**src/rtl/psw_pkg.sv**
```systemverilog
package psw_pkg;
  localparam int DW = 8;
  localparam int PSW_CY  = 0;
  localparam int PSW_OV  = 1;
  localparam int PSW_AC  = 2;
  localparam int PSW_Z   = 3;
  localparam int PSW_RSS = 4;
  localparam int PSW_IE  = 5;

  typedef struct packed {
    logic cy;
    logic ov;
    logic ac;
    logic z;
  } arith_flags_t;
endpackage

```
**src/rtl/psw_arith.sv**
```systemverilog
module psw_arith
  import psw_pkg::*;
#(
  parameter int W = 8
) (
  input  logic         sub,
  input  logic [W-1:0] a,
  input  logic [W-1:0] b,
  output logic [W-1:0] res,
  output arith_flags_t flg
);
  localparam int NIB = W / 2;

  logic [W:0]   wide;
  logic [NIB:0] low;

  always_comb begin
    if (sub) begin
      wide = {1'b0, a} - {1'b0, b};
      low  = {1'b0, a[NIB-1:0]} - {1'b0, b[NIB-1:0]};
    end else begin
      wide = {1'b0, a} + {1'b0, b};
      low  = {1'b0, a[NIB-1:0]} + {1'b0, b[NIB-1:0]};
    end
    res    = wide[W-1:0];
    flg.cy = wide[W];
    flg.ac = low[NIB];
    flg.z  = (wide[W-1:0] == '0);
    if (sub)
      flg.ov = (a[W-1] != b[W-1]) && (wide[W-1] != a[W-1]);
    else
      flg.ov = (a[W-1] == b[W-1]) && (wide[W-1] != a[W-1]);
  end
endmodule

```
**src/rtl/psw_intctl.sv**
```systemverilog
module psw_intctl (
  input  logic clk,
  input  logic rst,
  input  logic cmd_ei,
  input  logic cmd_di,
  input  logic int_ack,
  input  logic mreq_in,
  input  logic nmi_in,
  output logic ie,
  output logic mreq_out,
  output logic nmi_out
);
  always_ff @(posedge clk) begin
    if (rst)                    ie <= 1'b0;
    else if (int_ack || cmd_di) ie <= 1'b0;
    else if (cmd_ei)            ie <= 1'b1;
  end

  assign mreq_out = mreq_in & ie;
  assign nmi_out  = nmi_in;
endmodule

```
**src/rtl/status_word_unit.sv**
```systemverilog
module status_word_unit
  import psw_pkg::*;
(
  input  logic          clk,
  input  logic          rst,
  input  logic          op_valid,
  input  logic          op_sub,
  input  logic [DW-1:0] op_a,
  input  logic [DW-1:0] op_b,
  output logic [DW-1:0] result,
  output logic          flag_cy,
  output logic          flag_ov,
  output logic          flag_ac,
  output logic          flag_z,
  input  logic          cmd_ei,
  input  logic          cmd_di,
  input  logic          int_ack,
  input  logic          rss_we,
  input  logic          rss_wdata,
  output logic          rss,
  output logic          ie,
  input  logic          mreq_in,
  input  logic          nmi_in,
  output logic          mreq_out,
  output logic          nmi_out,
  output logic [7:0]    psw
);
  logic [DW-1:0] nxt_res;
  arith_flags_t  nxt_flg;
  arith_flags_t  flg_q;

  psw_arith #(.W(DW)) u_arith (
    .sub (op_sub),
    .a   (op_a),
    .b   (op_b),
    .res (nxt_res),
    .flg (nxt_flg)
  );

  psw_intctl u_int (
    .clk      (clk),
    .rst      (rst),
    .cmd_ei   (cmd_ei),
    .cmd_di   (cmd_di),
    .int_ack  (int_ack),
    .mreq_in  (mreq_in),
    .nmi_in   (nmi_in),
    .ie       (ie),
    .mreq_out (mreq_out),
    .nmi_out  (nmi_out)
  );

  always_ff @(posedge clk) begin
    if (rst) begin
      result <= '0;
      flg_q  <= '0;
    end else if (op_valid) begin
      result <= nxt_res;
      flg_q  <= nxt_flg;
    end
  end

  always_ff @(posedge clk) begin
    if (rst)         rss <= 1'b0;
    else if (rss_we) rss <= rss_wdata;
  end

  assign flag_cy = flg_q.cy;
  assign flag_ov = flg_q.ov;
  assign flag_ac = flg_q.ac;
  assign flag_z  = flg_q.z;

  always_comb begin
    psw          = '0;
    psw[PSW_CY]  = flg_q.cy;
    psw[PSW_OV]  = flg_q.ov;
    psw[PSW_AC]  = flg_q.ac;
    psw[PSW_Z]   = flg_q.z;
    psw[PSW_RSS] = rss;
    psw[PSW_IE]  = ie;
  end
endmodule

```
**config.mk**
```make
export PLATFORM = sky130hd
export DESIGN_NAME = status_word_unit
export DESIGN_NICKNAME = d
export VERILOG_FILES = /design/src/rtl/psw_pkg.sv /design/src/rtl/psw_arith.sv /design/src/rtl/psw_intctl.sv /design/src/rtl/status_word_unit.sv
export SDC_FILE = /design/constraint.sdc
export NUM_CORES = 1
export LEC_CHECK = 0
export ABC_CLOCK_PERIOD_IN_PS = 3500
export BUFFER_PORTS_ARGS = -buffer_cell sky130_fd_sc_hd__buf_2
export CAP_MARGIN = 0
export CORE_UTILIZATION = 51
export CTS_CLUSTER_DIAMETER = 50
export DETAILED_ROUTE_END_ITERATION = 6
export GPL_TIMING_DRIVEN = 0
export MAX_ROUTING_LAYER = met4
export PLACE_DENSITY = 0.9
export SYNTH_ARGS = -nofsm -noshare
export SYNTH_HDL_FRONTEND = slang
export SYNTH_HIERARCHICAL = 1
export SYNTH_SLANG_ARGS = --single-unit
```
**constraint.sdc**
```tcl
create_clock -name clk -period 3.5 [get_ports clk]
set_input_delay 0.175 -clock clk [delete_from_list [all_inputs] [get_ports clk]]
set_output_delay 0.175 -clock clk [all_outputs]
set_load 0.05 [all_outputs]
```
* Word-level counts from Yosys, hierarchy flattened
Index checks and enable logic that the tools add are counted.
** Storage, ports and cells
- Register bits :: 14
- Bits of input ports :: 27
- Output and inout bits :: 24
** Operators by class
- $add $sub $neg :: 4
- Equal/unequal tests :: 3
- Multiplexer cells :: 3
- Bitwise gates (word level) :: 1
- Reduce and logical (&&, ||, !) cells :: 5
** Operators with widths (number)
- 8-bit by 8-bit adder with 9-bit output :: 1
- 9-bit 2-to-1 mux :: 1
- 8-bit by 8-bit subtractor with 9-bit output :: 1
- 8-bit logical NOT :: 1
- 4-bit by 4-bit adder with 5-bit output :: 1
- 5-bit 2-to-1 mux :: 1
- 4-bit by 4-bit subtractor with 5-bit output :: 1
- 1-bit logical AND :: 2
- 1-bit != test :: 2
- 2-bit OR reduction :: 1
- 1-bit bitwise AND :: 1
- 1-bit == test :: 1
- 1-bit logical OR :: 1
- 1-bit 2-to-1 mux :: 1

* Depth between registers and ports, before layout
Gate-level depths: netlist of the first run.
- Depth in word-level cells :: 5
- Gate-level depth with buffers :: 14
- Gate-level depth less buffers :: 14

* Hierarchy
Netlist of the first run, hierarchy kept.
** Modules (own cells, without submodules)
- psw_arith :: instances 1, cells an instance 85, area each 616.8 µm², seq. area each 0.0 µm²
- status_word_unit :: instances 1, cells an instance 50, area each 518.0 µm², seq. area each 260.2 µm²
- psw_intctl :: instances 1, cells an instance 5, area each 50.0 µm², seq. area each 20.0 µm²

* Least setup slack after synthesis of the first run
No wires, ideal clock.
- Path kind :: input-to-reg
- From :: in op_sub
- To :: reg flg_q (netlist bit flag_z)
- Setup time :: 65 ps
- Data arrival time :: 2286 ps
- Required time :: 3435 ps
- Setup slack :: 1149 ps
- Stages :: 10
- Path buffers :: 1
- Cells stage by stage :: clkbuf_1 > mux2_2 > fa_1 > nand2b_1 > a21oi_4 > a211oi_1 > nand3b_1 > nor4b_2 > mux2i_1 > nor2_1
** RTL lines
- start: declaration :: RTL line status_word_unit.sv:7 : input logic op_sub,
- end signal: assignment :: RTL line status_word_unit.sv:59 : flg_q <= nxt_flg;
- end: declaration :: RTL line status_word_unit.sv:30 : arith_flags_t flg_q;

==> results of run 1 <==
how the worst min path moves through the flow:
| stage | startpoint | to | slack [ns] | cells after the start |
|---|---|---|---|---|
| 6_report | int_ack | u_int/ie | 0.05 | 2 |
| 5_1_grt | cmd_di | u_int/ie | 0.04 | 2 |
| 4_1_cts | int_ack | u_int/ie | 0.05 | 2 |
| 3_5_place_dp | int_ack | u_int/ie | 0.35 | 2 |
| 3_3_place_gp | cmd_di | u_int/ie | 0.35 | 2 |
| 2_1_floorplan | rst | u_int/ie | 0.25 | 1 |
layout by cell type, fill, tap and decap left out, types with 2 or more instances in the layout:
| cell | n |
|---|---|
| sky130_fd_sc_hd__buf_2 | 46 |
| sky130_fd_sc_hd__nor2_1 | 25 |
| sky130_fd_sc_hd__mux2i_1 | 14 |
| sky130_fd_sc_hd__dfxtp_1 | 14 |
| sky130_fd_sc_hd__xnor2_1 | 10 |
| sky130_fd_sc_hd__buf_4 | 9 |
| sky130_fd_sc_hd__ha_1 | 9 |
| sky130_fd_sc_hd__inv_1 | 8 |
| sky130_fd_sc_hd__a21oi_1 | 8 |
| sky130_fd_sc_hd__clkbuf_4 | 3 |
| sky130_fd_sc_hd__nor3_1 | 3 |
| sky130_fd_sc_hd__xor2_1 | 3 |
| sky130_fd_sc_hd__nand2_1 | 3 |
| sky130_fd_sc_hd__conb_1 | 2 |
| sky130_fd_sc_hd__nand2b_1 | 2 |
| sky130_fd_sc_hd__inv_2 | 2 |
| sky130_fd_sc_hd__a21oi_2 | 2 |
| sky130_fd_sc_hd__nand3b_1 | 2 |
report_power, final:
group | internal (mW) | switching, mW
logic | 0.117 | 0.215
registers | 0.177 | 0.00986
clock network | 0.0633 | 0.0518
metrics by stage:
step                total power [mW]  hold slack (ns)  cells   util  setup WS (ns)
global route                   0.676           0.0389    219  0.680          0.782
CTS                            0.639           0.0470    219  0.680           1.03
global placement               0.512            0.345    215  0.664          0.879
detailed placement             0.523            0.349    215  0.664          0.761
finish                         0.635           0.0519    219  0.680           1.05
floorplan                      0.450            0.245    141      -           1.15
registers in the layout (all words and copies together), names as in the netlist:
name and cells:
result 8, flag_ac 1, flag_cy 1, flag_ov 1, flag_z 1, rss 1
u_int/ie 1
metal layers:
layer,part of all wire,up-vias,GRT usage
li1,-,568,-
met1,0.39,535,0.235
met2,0.56,27,0.427
met3,0.039,2,0.0485
met4,0.0056,0,0.0143
met5,0,-,-
critical path: cells and delay by family:
family / cells / cell delay [ns]
compound gates: 1 / 0.11
xor+xnor: 2 / 0.51
fa+ha+maj: 1 / 0.36
buf+inv: 2 / 0.21
mux: 2 / 0.33
simple gates: 5 / 0.99
logic make-up (layout without fill, tap and decap cells):
kind of cell	after synthesis	in the layout	share of synthesized area
compound gates	18	18	0.113
xor+xnor	13	13	0.0961
fa+ha+maj	10	10	0.112
buf+inv	22	72	0.105
flops	14	14	0.237
mux	15	15	0.128
other cells	1	2	0.00316
simple gates	47	47	0.207
area by class of cell:
class	count	area, µm²	area share
Buffer	12	86.3	0.0579
Clock buffer	4	36.3	0.0243
Inverter	10	37.5	0.0252
Multi-Input combinational cell	105	785	0.526
Sequential cell	14	280	0.188
Tap cell	28	35.0	0.0235
Timing Repair Buffer	46	230	0.154
==> summary.json, run 1 <==
{
  "achievable_clock_frequency_mhz": 408,
  "grt-ovfl-total": 0,
  "slowest_stage": "sky130_fd_sc_hd__nor4b_1",
  "period_share": 0.701,
  "final_critical_delay_including_setup_and_external_delays_ns": 2.45,
  "setup.worst_path.class": "input port to register",
  "rsz0062_at_grt": "no",
  "grt_pass1_vias": 1078,
  "ys.warnings.count": 6,
  "core_area_um2": 2190,
  "clock_sinks": 14,
  "synth_top_area_cell": "sky130_fd_sc_hd__dfxtp_1",
  "tritoncts": "yes",
  "timing.reg2reg.worst_path_depth": 2,
  "postPlaceCellArea_um2": 1450,
  "max_cap_viol_count": 0,
  "h-tree-depth": 1,
  "async_flop_share": 0,
  "report.final.hold_viol_count": 0,
  "nFillCells": 195,
  "synthesis.area_um2": 1180,
  "post-synth-top-count-cell": "sky130_fd_sc_hd__nor2_1",
  "die_area_um2": 2520,
  "postRouteAntennaNets": 0,
  "setup_tns_ns": 0,
  "timing.critical_path.to_type": "register",
  "synth_top_flop_cell": "sky130_fd_sc_hd__dfxtp_1",
  "timing.rr.end": "flag_cy",
  "outcome": "completed",
  "antenna_found_initial": 0,
  "setup.worst_path.start": "op_b[3]",
  "clock_network_latency_to_the_later_pin_of_the_worst_skew_pair_ns": 0.28,
  "num_vias": 1132,
  "first_pass_grt_wire_length_mm": 4.28,
  "cts.path.max_buffers": 2,
  "ys_top_cells_by_count": "sky130_fd_sc_hd__nor2_1 (25), sky130_fd_sc_hd__dfxtp_1 (14), sky130_fd_sc_hd__mux2i_1 (14)",
  "detail_route.first_pass.iterations": 4,
  "timing.critical_path.required_ns": 3.72,
  "synth_enable_flop_cells": 0,
  "post_cts_hold_buffer_count": 0,
  "power.leakage_nw": 0.778,
  "critPathMostFrequentCell": "sky130_fd_sc_hd__nor2_1",
  "setup.worst_path.start_class": "input port",
  "path_max_fanout": 6,
  "detail_route.vias_per_cell": 5.17,
  "total_grt_usage": 0.221,
  "final_max_slew_viol_count": 0,
  "clk_pin_slew_worst_paths_ns": 0.08,
  "final_cell_area_um2": 1490,
  "grt_max_degree": 11,
  "timing.critical_path.to": "flag_ov",
  "post-cts-setup-buffer-count": 0,
  "initial_core_utilization": 0.541,
  "main_area_contributors_after_synthesis": "sky130_fd_sc_hd__dfxtp_1 (24%), sky130_fd_sc_hd__mux2i_1 (12%), sky130_fd_sc_hd__ha_1 (9.5%), sky130_fd_sc_hd__nor2_1 (7.9%), sky130_fd_sc_hd__xnor2_1 (7.4%)",
  "critical_path.cell_chain": "buf_2 > nor2_1 > nor4b_1 > nor2_1 > xnor2_1 > ha_1 > inv_2 > nor3_2 > a221oi_2 > xnor2_1 > mux2i_1 > mux2i_1 > nor2_1",
  "detail_route.iter0.violations": 13,
  "cts.repair.resized": 0,
  "finalNetCount": 229,
  "setup-violations-final": 0,
  "cts.root.buffer_cell": "sky130_fd_sc_hd__clkbuf_4",
  "dieWidth_um": 50.2,
  "cts_inserted_buffers": 3,
  "synthesis.instances": 140,
  "post_route_cells_drive_above_1_share": 0.382,
  "dp_hpwl_mm": 2.10,
  "wl_cell_um": 11.4,
  "yosysTopAreaCellShare": 0.237,
  "yosys_register_bits": 14,
  "r2r_setup_slack_ns": 2.87,
  "finalWirelength_mm": 2.50,
  "syn_avg_cell_area_um2": 8.46,
  "synth.yosys.seq_area_share": 0.237,
  "rr_startpoint": "flag_cy",
  "row_count": 17,
  "timing.critical_path.slowest_cell_delay_ns": 0.41,
  "final.setup_skew_ns": 0,
  "gp_congestion": 0.759,
  "fp.dieH_um": 50.2,
  "holdCritPathClass": "input port to register",
  "area_growth_pct": 25.8,
  "max-vdd-ir-drop_v": 0.000339,
  "worst-endpoint-arrival_ns": 2.67,
  "numPortBuffers": 46,
  "drc": 0,
  "antenna_cells": 0,
  "distinct_cells_synth": 41,
  "floorplan.io_pins": 51,
  "power_per_cell_area_nw_per_um2": 426
}
(Power assumes the default switching activity.)
==> run 2, diff against run 1 <==
ABC_CLOCK_PERIOD_IN_PS = 2400   (was 3500)
CORE_UTILIZATION = 47   (was 51)
PLACE_DENSITY = 0.84   (was 0.9)
clock period = 2.4 ns   (was 3.5 ns; I/O delays follow)
==> run 2 against run 1 <==
  * Clock skew stayed put
  * Routed wire length is 11% higher
  * Critical path depth stayed put
  * Worst hold slack better by 0.021 ns
  * Power is 52% higher
  * Register-to-register slack worse by 1.8 ns
  * Cell area is 5.8% higher
  * Via count hardly changed
  * Largest cell class unchanged
  * Largest power group unchanged
==> summary.json, run 2 (synthesized netlist as in run 1, its figures left out) <==
{
  "grt-busiest-layer": "met2",
  "multi_input_comb_area": {"value": 820, "unit": "µm²", "change": "+4.5%"},
  "grt_use_met1": {"value": 0.230, "change": "-0.00496"},
  "tritoncts": "yes",
  "antenna_cells": {"value": 0, "change": "unchanged"},
  "grt_pass1_vias": {"value": 1053, "change": "-2.3%"},
  "num_vias": {"value": 1131, "change": "-0.088%"},
  "final_critical_delay_including_setup_and_external_delays_ns": 2.23,
  "final.setup_skew": {"value": 0, "unit": "ns", "change": "unchanged"},
  "utilization": {"value": 0.686, "change": "+0.00609"},
  "register_area": {"value": 280, "unit": "µm²", "change": "unchanged"},
  "clock_network_latency_to_the_later_pin_of_the_worst_skew_pair": {"value": 0.28, "unit": "ns", "change": "about the same"},
  "power_per_cell_area": {"value": 611, "unit": "nW/µm²", "change": "+43%"},
  "area_growth_pct": 33.1,
  "final_max_slew_viol_count": {"value": 0, "change": "unchanged"},
  "mostFrequentLayoutCells": "sky130_fd_sc_hd__buf_2 (46), sky130_fd_sc_hd__nor2_1 (25), sky130_fd_sc_hd__mux2i_1 (14), sky130_fd_sc_hd__dfxtp_1 (14), sky130_fd_sc_hd__buf_4 (13)",
  "setup.worst_path.class": "input port to register",
  "gp_congestion": {"value": 0.904, "change": "+19%"},
  "fp.dieH": {"value": 52.2, "unit": "µm", "change": "+4.0%"},
  "setup.worst_path.start_class": "input port",
  "regMostFlops": "result",
  "detail_route.iter0.violations": {"value": 18, "change": "+5"},
  "timing.critical_path.to_type": "register",
  "worst-endpoint-arrival": {"value": 2.45, "unit": "ns", "change": "-0.22 ns"},
  "met3_usage": {"value": 0.0522, "change": "+0.00369"},
  "finalNetCount": {"value": 235, "change": "+2.6%"},
  "grt_max_degree": {"value": 11, "change": "unchanged"},
  "nFillCells": {"value": 189, "change": "-3.1%"},
  "postRouteAntennaNets": {"value": 0, "change": "unchanged"},
  "post_route_cells_drive_above_1_share": {"value": 0.426, "change": "+0.0442"},
  "initial_core_utilization": {"value": 0.516, "change": "-0.0250"},
  "setup-violations-final": {"value": 0, "change": "unchanged"},
  "clock_sinks": {"value": 14, "change": "unchanged"},
  "numPortBuffers": {"value": 46, "change": "unchanged"},
  "holdCritPathClass": "input port to register",
  "detail_route.first_pass.iterations": {"value": 4, "change": "unchanged"},
  "outcome": "completed",
  "postPlaceCellArea": {"value": 1450, "unit": "µm²", "change": "unchanged"},
  "max_cap_viol_count": {"value": 0, "change": "unchanged"},
  "detail_route.vias_per_cell": {"value": 5.03, "change": "-2.8%"},
  "total_grt_usage": {"value": 0.222, "change": "+0.00145"},
  "dp_hpwl": {"value": 2.19, "unit": "mm", "change": "+4.3%"},
  "max-vdd-ir-drop": {"value": 0.000536, "unit": "V", "change": "+58%"},
  "report.final.hold_viol_count": {"value": 0, "change": "unchanged"},
  "setup_tns": {"value": 0, "unit": "ns", "change": "unchanged"},
  "worst_hold_slack": {"value": 0.0727, "unit": "ns", "change": "+0.0208 ns"},
  "floorplan.io_pins": {"value": 51, "change": "unchanged"},
  "achievable_clock_frequency_mhz": 448,
  "timing.critical_path.required": {"value": 2.62, "unit": "ns", "change": "-1.10 ns"},
  "first_pass_grt_wire_length": {"value": 4.40, "unit": "mm", "change": "+2.6%"},
  "finalWirelength": {"value": 2.78, "unit": "mm", "change": "+11%"},
  "period_share": 0.930,
  "path_max_fanout": {"value": 6, "change": "unchanged"},
  "power.leakage": {"value": 0.821, "unit": "nW", "change": "+5.6%"},
  "row_count": {"value": 17, "change": "unchanged"},
  "wl_cell": {"value": 12.3, "unit": "µm", "change": "+8.2%"},
  "final_cell_area": {"value": 1580, "unit": "µm²", "change": "+5.8%"},
  "cts.path.max_buffers": {"value": 2, "change": "unchanged"},
  "grt_use_met2": {"value": 0.427, "change": "+0.000684"},
  "most_common_cell_after_layout_fill_and_taps_aside": "sky130_fd_sc_hd__buf_2",
  "cts.root.buffer_cell": "sky130_fd_sc_hd__clkbuf_4",
  "grt-ovfl-total": {"value": 0, "change": "unchanged"},
  "rsz0062_at_grt": "no",
  "drc": {"value": 0, "change": "unchanged"},
  "largest_reg_flops": {"value": 8, "change": "unchanged"},
  "clk_pin_slew_worst_paths": {"value": 0.08, "unit": "ns", "change": "about the same"},
  "finalPower": {"value": 0.964, "unit": "mW", "change": "+52%"},
  "cts_inserted_buffers": {"value": 3, "change": "unchanged"},
  "die_area": {"value": 2730, "unit": "µm²", "change": "+8.2%"},
  "h-tree-depth": {"value": 1, "change": "unchanged"},
  "core_area": {"value": 2300, "unit": "µm²", "change": "+4.9%"},
  "dieWidth": {"value": 52.2, "unit": "µm", "change": "+4.0%"},
  "antenna_found_initial": {"value": 0, "change": "unchanged"}
}
## run 2: timing repair
action / 4_1_cts / 5_1_grt
endpoints found under the hold margin: 1 / 0
setup buffers: 0 / 4
pin swaps: 0 / 7
setup endpoints to repair: 1 / 2
hold buffers: 2 / 0
gates resized for setup: 2 / 6
## run 2: where the power goes
group	internal (mW)	total [mW]	switching (mW)	leakage [nW]
Combinational	0.195	0.522	0.327	0.685
Sequential	0.259	0.274	0.0151	0.115
Clock	0.0923	0.168	0.0757	0.0210
Total	0.546	0.964	0.418	0.821
## run 2: final cells by class
class | count | share of cell area
repair buffers | 52 | 0.178
inverters | 10 | 0.0238
well taps | 28 | 0.0222
multi-input cells | 105 | 0.520
plain buffers | 12 | 0.0556
clock buffers | 4 | 0.0230
flip-flops and latches | 14 | 0.178
## run 2: worst paths after layout
| path | from | to | slack [ns] | depth (start not counted) |
|---|---|---|---|---|
| worst max-delay path | op_b[3] | flag_z | 0.17 | 13 |
| worst min-delay path | rst | flag_z | 0.07 | 2 |
| worst max register to register | u_int/ie | u_int/ie | 1.11 | 3 |
| worst min register to register | result[1] | result[1] | 0.50 | 2 |
## run 2: worst max-delay path: stages
cell and delay (ns):
sky130_fd_sc_hd__buf_2 0.11, sky130_fd_sc_hd__nor2_1 0.16, sky130_fd_sc_hd__nor4b_2 0.32, sky130_fd_sc_hd__nor2_1 0.09, sky130_fd_sc_hd__xnor2_1 0.13, sky130_fd_sc_hd__ha_1 0.33
sky130_fd_sc_hd__inv_2 0.13, sky130_fd_sc_hd__o21bai_1 0.11, sky130_fd_sc_hd__a221oi_2 0.32, sky130_fd_sc_hd__xnor2_2 0.16, sky130_fd_sc_hd__nor4b_2 0.25, sky130_fd_sc_hd__mux2i_1 0.11
sky130_fd_sc_hd__nor2_1 0.09
## run 2: through the flow
step / cells / setup WS [ns]
global placement: 215 / -0.172
global route: 225 / 0.00243
finish: 225 / 0.169
floorplan: 141 / 0.104
detailed placement: 215 / -0.327
CTS: 221 / 0.00959
## run 2: routing by layer
metal | vias to the layer above | share of wire
met5 | - | 0
met4 | 0 | 0.0083
met3 | 2 | 0.034
met2 | 24 | 0.56
met1 | 525 | 0.39
li1 | 580 | -
